--- src/rtl/lpad_pkg.sv ---
package lpad_pkg;

   typedef enum logic [1:0] {
      PRIV_U = 2'd0,
      PRIV_S = 2'd1,
      PRIV_H = 2'd2,
      PRIV_M = 2'd3
   } priv_e;

   typedef enum logic [1:0] {
      RK_OTHER    = 2'd0,
      RK_INDIRECT = 2'd1,
      RK_LPAD     = 2'd2,
      RK_RSVD     = 2'd3
   } rkind_e;

   localparam logic [11:0] A_MSTATUS  = 12'h300;
   localparam logic [11:0] A_MSTATUSH = 12'h310;
   localparam logic [11:0] A_SSTATUS  = 12'h100;
   localparam logic [11:0] A_MENVCFG  = 12'h30A;
   localparam logic [11:0] A_SENVCFG  = 12'h10A;
   localparam logic [11:0] A_HENVCFG  = 12'h60A;
   localparam logic [11:0] A_MSECCFG  = 12'h747;

   localparam int B_ENV_EN  = 2;
   localparam int B_MSEC_EN = 10;
   localparam int B_SSAVE   = 23;
   localparam int SWCHK_CAUSE = 18;

   function automatic int msave_bit(input int xlen);
      return (xlen == 64) ? 41 : 9;
   endfunction

   function automatic logic [11:0] msave_addr(input int xlen);
      return (xlen == 64) ? A_MSTATUS : A_MSTATUSH;
   endfunction

endpackage

--- src/rtl/lpad_cfg_regs.sv ---
module lpad_cfg_regs
   import lpad_pkg::*;
#(
   parameter int XLEN     = 64,
   parameter bit HAS_LPAD = 1'b1
) (
   input  logic        clk,
   input  logic        rst_n,
   input  logic [1:0]  cur_priv,
   input  logic        csr_we,
   input  logic [11:0] csr_addr,
   input  logic        wd_env,
   input  logic        wd_msec,
   output logic        m_en,
   output logic        menv_en,
   output logic        senv_en,
   output logic        henv_en,
   output logic        en_cur
);

   logic wr_any;
   assign wr_any = csr_we && HAS_LPAD;

   always_ff @(posedge clk or negedge rst_n) begin
      if (!rst_n) begin
         m_en    <= 1'b0;
         menv_en <= 1'b0;
         senv_en <= 1'b0;
      end else if (wr_any) begin
         if (csr_addr == A_MSECCFG) m_en    <= wd_msec;
         if (csr_addr == A_MENVCFG) menv_en <= wd_env;
         if (csr_addr == A_SENVCFG) senv_en <= wd_env;
      end
   end

   generate
      if (XLEN == 64) begin : g_henv
         always_ff @(posedge clk or negedge rst_n) begin
            if (!rst_n)
               henv_en <= 1'b0;
            else if (wr_any && csr_addr == A_HENVCFG)
               henv_en <= wd_env;
         end
      end else begin : g_no_henv
         assign henv_en = 1'b0;
      end
   endgenerate

   always_comb begin
      case (cur_priv)
         PRIV_M:  en_cur = m_en;
         PRIV_S:  en_cur = menv_en;
         PRIV_U:  en_cur = senv_en;
         default: en_cur = 1'b0;
      endcase
   end


   wr_gate_chk: assert property (@(posedge clk) disable iff (!rst_n)
      (!HAS_LPAD) |=> (!m_en && !menv_en && !senv_en));

endmodule

--- src/rtl/lpad_save_regs.sv ---
module lpad_save_regs
   import lpad_pkg::*;
#(
   parameter int XLEN     = 64,
   parameter bit HAS_LPAD = 1'b1
) (
   input  logic        clk,
   input  logic        rst_n,
   input  logic        armed,
   input  logic        trap_enter,
   input  logic [1:0]  trap_tgt_priv,
   input  logic        trap_ret,
   input  logic [1:0]  trap_ret_priv,
   input  logic        csr_we,
   input  logic [11:0] csr_addr,
   input  logic        wd_s,
   input  logic        wd_m,
   output logic        ssave,
   output logic        msave,
   output logic        restore
);

   localparam logic [11:0] MS_ADDR = msave_addr(XLEN);

   logic tgt_m, ret_m, s_wr, m_wr;
   logic ssave_d, msave_d;

   assign tgt_m = (trap_tgt_priv == PRIV_M);
   assign ret_m = (trap_ret_priv == PRIV_M);
   assign s_wr  = csr_we && HAS_LPAD && (csr_addr == A_MSTATUS || csr_addr == A_SSTATUS);
   assign m_wr  = csr_we && HAS_LPAD && (csr_addr == MS_ADDR);

   always_comb begin
      ssave_d = ssave;
      msave_d = msave;
      if (s_wr) ssave_d = wd_s;
      if (m_wr) msave_d = wd_m;
      if (trap_enter) begin
         if (tgt_m) msave_d = armed;
         else       ssave_d = armed;
      end else if (trap_ret) begin
         if (ret_m) msave_d = 1'b0;
         else       ssave_d = 1'b0;
      end
   end

   always_ff @(posedge clk or negedge rst_n) begin
      if (!rst_n) begin
         ssave <= 1'b0;
         msave <= 1'b0;
      end else begin
         ssave <= ssave_d;
         msave <= msave_d;
      end
   end

   assign restore = ret_m ? msave : ssave;


   save_copy_chk: assert property (@(posedge clk) disable iff (!rst_n)
      trap_enter |=> ($past(tgt_m) ? (msave == $past(armed)) : (ssave == $past(armed))));


   ret_clears_saved_chk: assert property (@(posedge clk) disable iff (!rst_n)
      (trap_ret && !trap_enter) |=> ($past(ret_m) ? !msave : !ssave));

endmodule

--- src/rtl/lpad_state_fsm.sv ---
module lpad_state_fsm
   import lpad_pkg::*;
#(
   parameter int CAUSE_W = 6
) (
   input  logic               clk,
   input  logic               rst_n,
   input  logic               en_cur,
   input  logic               rt_valid,
   input  logic [1:0]         rt_kind,
   input  logic               trap_enter,
   input  logic               trap_ret,
   input  logic               restore,
   output logic               armed,
   output logic               viol,
   output logic [CAUSE_W-1:0] cause
);

   logic armed_d, viol_d, rt_live;

   assign rt_live = rt_valid && !trap_enter && !trap_ret;

   always_comb begin
      armed_d = armed;
      viol_d  = 1'b0;
      if (trap_enter) begin
         armed_d = 1'b0;
      end else if (trap_ret) begin
         armed_d = restore;
      end else if (rt_valid) begin
         if (armed) begin
            if (rt_kind == RK_LPAD) armed_d = 1'b0;
            else                    viol_d  = 1'b1;
         end else if (rt_kind == RK_INDIRECT) begin
            armed_d = en_cur;
         end
      end
   end

   always_ff @(posedge clk or negedge rst_n) begin
      if (!rst_n) begin
         armed <= 1'b0;
         viol  <= 1'b0;
      end else begin
         armed <= armed_d;
         viol  <= viol_d;
      end
   end

   assign cause = viol ? CAUSE_W'(SWCHK_CAUSE) : '0;


   arm_on_indirect_chk: assert property (@(posedge clk) disable iff (!rst_n)
      (rt_live && !armed && rt_kind == RK_INDIRECT && en_cur) |=> armed);


   stay_idle_chk: assert property (@(posedge clk) disable iff (!rst_n)
      (rt_live && !armed && !en_cur) |=> !armed);


   lpad_disarm_chk: assert property (@(posedge clk) disable iff (!rst_n)
      (rt_live && armed && rt_kind == RK_LPAD) |=> (!armed && !viol));


   stray_viol_chk: assert property (@(posedge clk) disable iff (!rst_n)
      (rt_live && armed && rt_kind != RK_LPAD) |=> (armed && viol));


   trap_clears_chk: assert property (@(posedge clk) disable iff (!rst_n)
      trap_enter |=> (!armed && !viol));


   viol_single_chk: assert property (@(posedge clk) disable iff (!rst_n)
      (viol && !rt_valid) |=> !viol);

endmodule

--- src/rtl/lpad_tracker.sv ---
module lpad_tracker
   import lpad_pkg::*;
#(
   parameter int XLEN     = 64,
   parameter bit HAS_LPAD = 1'b1,
   parameter int CAUSE_W  = 6
) (
   input  logic               clk,
   input  logic               rst_n,
   input  logic [1:0]         cur_priv,
   input  logic               rt_valid,
   input  logic [1:0]         rt_kind,
   input  logic               trap_enter,
   input  logic [1:0]         trap_tgt_priv,
   input  logic               trap_ret,
   input  logic [1:0]         trap_ret_priv,
   input  logic               csr_we,
   input  logic [11:0]        csr_addr,
   input  logic [XLEN-1:0]    csr_wdata,
   output logic [XLEN-1:0]    csr_rdata,
   output logic               lp_expected,
   output logic               viol_valid,
   output logic [CAUSE_W-1:0] viol_cause
);

   localparam int          MS_BIT  = msave_bit(XLEN);
   localparam logic [11:0] MS_ADDR = msave_addr(XLEN);

   generate
      if (XLEN != 32 && XLEN != 64) begin : g_bad_xlen
         $error("lpad_tracker: XLEN must be 32 or 64");
      end
      if (CAUSE_W < 5) begin : g_bad_cause
         $error("lpad_tracker: CAUSE_W too narrow for the cause code");
      end
   endgenerate

   logic m_en, menv_en, senv_en, henv_en, en_cur;
   logic ssave, msave, restore, armed;
   logic unused_wdata;

   assign unused_wdata = ^csr_wdata;

   lpad_cfg_regs #(.XLEN(XLEN), .HAS_LPAD(HAS_LPAD)) cfg_i (
      .clk(clk), .rst_n(rst_n), .cur_priv(cur_priv),
      .csr_we(csr_we), .csr_addr(csr_addr),
      .wd_env(csr_wdata[B_ENV_EN]), .wd_msec(csr_wdata[B_MSEC_EN]),
      .m_en(m_en), .menv_en(menv_en), .senv_en(senv_en),
      .henv_en(henv_en), .en_cur(en_cur)
   );

   lpad_save_regs #(.XLEN(XLEN), .HAS_LPAD(HAS_LPAD)) save_i (
      .clk(clk), .rst_n(rst_n), .armed(armed),
      .trap_enter(trap_enter), .trap_tgt_priv(trap_tgt_priv),
      .trap_ret(trap_ret), .trap_ret_priv(trap_ret_priv),
      .csr_we(csr_we), .csr_addr(csr_addr),
      .wd_s(csr_wdata[B_SSAVE]), .wd_m(csr_wdata[MS_BIT]),
      .ssave(ssave), .msave(msave), .restore(restore)
   );

   lpad_state_fsm #(.CAUSE_W(CAUSE_W)) fsm_i (
      .clk(clk), .rst_n(rst_n), .en_cur(en_cur),
      .rt_valid(rt_valid), .rt_kind(rt_kind),
      .trap_enter(trap_enter), .trap_ret(trap_ret), .restore(restore),
      .armed(armed), .viol(viol_valid), .cause(viol_cause)
   );

   always_comb begin
      csr_rdata = '0;
      case (csr_addr)
         A_MSTATUS, A_SSTATUS: csr_rdata[B_SSAVE]   = ssave;
         A_MENVCFG:            csr_rdata[B_ENV_EN]  = menv_en;
         A_SENVCFG:            csr_rdata[B_ENV_EN]  = senv_en;
         A_HENVCFG:            csr_rdata[B_ENV_EN]  = henv_en;
         A_MSECCFG:            csr_rdata[B_MSEC_EN] = m_en;
         default:              csr_rdata = '0;
      endcase
      if (csr_addr == MS_ADDR) csr_rdata[MS_BIT] = msave;
   end

   assign lp_expected = armed;


   sview_keeps_msave_chk: assert property (@(posedge clk) disable iff (!rst_n)
      (csr_we && csr_addr == A_SSTATUS && !trap_enter && !trap_ret) |=> $stable(msave));

endmodule

--- config.mk ---
export PLATFORM = sky130hd
export DESIGN_NAME = lpad_tracker
export DESIGN_NICKNAME = d
export VERILOG_FILES = /design/src/rtl/lpad_pkg.sv /design/src/rtl/lpad_cfg_regs.sv /design/src/rtl/lpad_save_regs.sv /design/src/rtl/lpad_state_fsm.sv /design/src/rtl/lpad_tracker.sv
export SDC_FILE = /design/constraint.sdc
export NUM_CORES = 1
export LEC_CHECK = 0
export ABC_AREA = 1
export BUFFER_PORTS_ARGS = -buffer_cell sky130_fd_sc_hd__buf_2
export CAP_MARGIN = 5
export CELL_PAD_IN_SITES_DETAIL_PLACEMENT = 1
export CELL_PAD_IN_SITES_GLOBAL_PLACEMENT = 1
export CORE_UTILIZATION = 18
export DETAILED_ROUTE_END_ITERATION = 10
export PLACE_DENSITY_LB_ADDON = 0.1
export SYNTH_ARGS = -nofsm -noshare
export SYNTH_HDL_FRONTEND = slang
export SYNTH_SLANG_ARGS = --single-unit
export TNS_END_PERCENT = 50
--- constraint.sdc ---
create_clock -name clk -period 1.4 [get_ports clk]
set_clock_uncertainty 0.1 [all_clocks]
set_input_delay 0.07 -clock clk [delete_from_list [all_inputs] [get_ports clk]]
set_output_delay 0.07 -clock clk [all_outputs]
set_load 0.01 [all_outputs]
==> run metrics <==
outcome=completed; most common cell after layout, fill and taps aside=conb_1; Worst path max stage delay=0.37 ns; Clock Power Share=0.361; core area=6390 um2; switching portion of total power=0.354; P_int=492 uW; CTS Buffer Depth=2; Die ar.=6980 um2; layout cells sized above 1=0.252; WP depth=2; WL/cell=8.97 um; Setup Total Neg Slack=0 ns; Fmax=871 MHz; Mapped Area=1200 um2; register bit total from synthesis=8; worst path bufs/invs=1; Total GRT Usage=0.0748; root buf cell=clkbuf_8; clk_lat worst skew=0.23 ns; pwr dens=602 nW/um2; Seq pwr share=0.332; synthesized instance count=173; WP data arrival=0.98 ns; first-pass GRT wire length=4210 um; Final min period=1.15 ns; CTS tree=built; EDFF count, synth=0; Syn Area/Cell=6.91 um2; post-synthesis cell type count=23; Max VDD drop=0.208 mV; max-cap viol count=0; Post-route DRC=0; synthesis-to-layout area growth=5.75%; final setup vio count=0; sequential fraction of the synthesis area=0.167; CP max-delay cell=dfrtp_1; Startpoint Class=flip-flop; die width=83.5 um; largest net degree at the start of global routing=10; Synthesis Warnings=0; Via density=3.41; critical path class=flip-flop to output pin; hold path depth=3; logic gate share of total power=0.307; Die Height=83.5 um; Hold Path Class=input pin to flip-flop; initial antenna violation count=0; Async SR Flop Fraction=1.00; worst-path fanout max=3; # diodes=0; unrepaired setup endpoints after global routing=no; total global routing overflow=0; CP Data Required Time=1.23 ns; clock slew at reported path FFs=0.04 ns; Port Buffers=37; CTS buffer count=3; CP Capture Type=output pin; final hold violations=0; Pleak=0.000708 uW; row count=29; Synth Flop Type=dfrtp_1; nets=302; I/O pin count=162; First DRT Iteration DRCs=9; DRT Wirelength=2570 um; crit-path cells=nor4b_2, buf_2; final-layout fill cell count=832; CTS H-tree lvls=1; vias in the first global route=926; Routed Antenna Nets=0; GPL Wtd Cong=0.638; clk sink count=8; Vias=978; family with the most delay on the worst path=flip-flops; Starting Density=0.187; final core occ=0.198; drt first pass iters=3; max-slew violations=0; DPL Wire Length=2300 um; r2r worst-path depth=6; PostCTS Resize Cnt=0; Period Utilization, post-route=0.820; most frequent cells in the layout=conb_1 (64), buf_2 (37), nand2_1 (32); NetSw=270 uW
==> worst register-to-register path: stages (launching register included) <==
cell       delay (ns)
dfrtp_1          0.39
nor2_1           0.10
nand2_1          0.06
o2111ai_1        0.08
nand3_1          0.09
nand2_1          0.07
nand2_1          0.04
==> synthesized netlist by cell type, drive strengths merged (2+ instances only) <==
cell   number  share of area
buf        67           0.42
nand4       9          0.047
a21oi       2         0.0084
nor2       15          0.068
nor3        4          0.030
o21ai       3          0.013
dfrtp       8           0.17
nand2      35           0.12
nand3      14          0.063
inv        11          0.035
==> cells by family (layout without fill, tap and decap cells) <==
family | Yosys count | in the layout | share of synthesized area
buf+inv | 78 | 52 | 0.453
simple gates | 80 | 80 | 0.348
compound gates | 6 | 6 | 0.0282
other cells | 1 | 64 | 0.00314
flops | 8 | 8 | 0.167
==> power by group through the flow <==
| stage | logic [uW] | registers, uW | clock network (uW) |
|---|---|---|---|
| floorplan | 282 | 254 | 0 |
| global placement | 234 | 258 | 0 |
| detailed placement | 233 | 256 | 0 |
| CTS | 235 | 254 | 284 |
| global route | 266 | 254 | 296 |
| finish | 234 | 253 | 275 |
==> flip-flops by register name, summed over array words and instances (netlist names) <==
name and cells:
fsm_i.armed 1, cfg_i.m_en 1, cfg_i.menv_en 1, cfg_i.senv_en 1, fsm_i.viol 1, cfg_i.henv_en 1
save_i.msave 1, save_i.ssave 1
==> path summary, 6_finish.rpt <==
kind	startpoint	endpoint	slack, ns
max	cfg_i.m_en	csr_rdata[10]	0.25
min	rt_valid	fsm_i.viol	0.007
max reg2reg	cfg_i.menv_en	fsm_i.armed	0.36
min reg2reg	cfg_i.henv_en	cfg_i.henv_en	0.41
max in group asynchronous	rst_n	cfg_i.m_en	0.89
min in group asynchronous	rst_n	fsm_i.viol	0.13
==> stage by stage <==
step / power, uW / hold WS (ns) / setup slack [ns] / cell area (um2) / instances
6_report: 762 / 0.00733 / 0.253 / 1260 / 287
2_1_floorplan: 536 / -0.326 / 0.435 / 1430 / 236
3_3_place_gp: 493 / -0.161 / 0.194 / 1210 / 283
5_1_grt: 816 / 0.0254 / 0.128 / 1260 / 287
4_1_cts: 773 / 0.00254 / 0.219 / 1260 / 287
3_5_place_dp: 489 / -0.161 / 0.192 / 1210 / 283
==> cell type report <==
class / count / area, um2 / share of cell area
well taps: 77 / 96.3 / 0.0762
clock buffers: 3 / 41.3 / 0.0326
flip-flops and latches: 8 / 200 / 0.158
multi-input cells: 150 / 691 / 0.546
inverters: 11 / 41.3 / 0.0326
repair buffers: 38 / 195 / 0.154
==> layer usage <==
metal	share of wire	vias up	wire length [um]	track usage
met1	0.45	428	1160	0.0976
li1	-	500	-	-
met4	0.0082	0	21	0.0185
met5	0	-	0	0
met3	0.068	2	175	0.0188
met2	0.47	48	1220	0.124
==> timing repair <==
item / CTS / global route
hold endpoints to repair: 8 / 0
setup buffers: 0 / 0
hold buffers: 1 / 0
(Power assumes the default switching activity.)
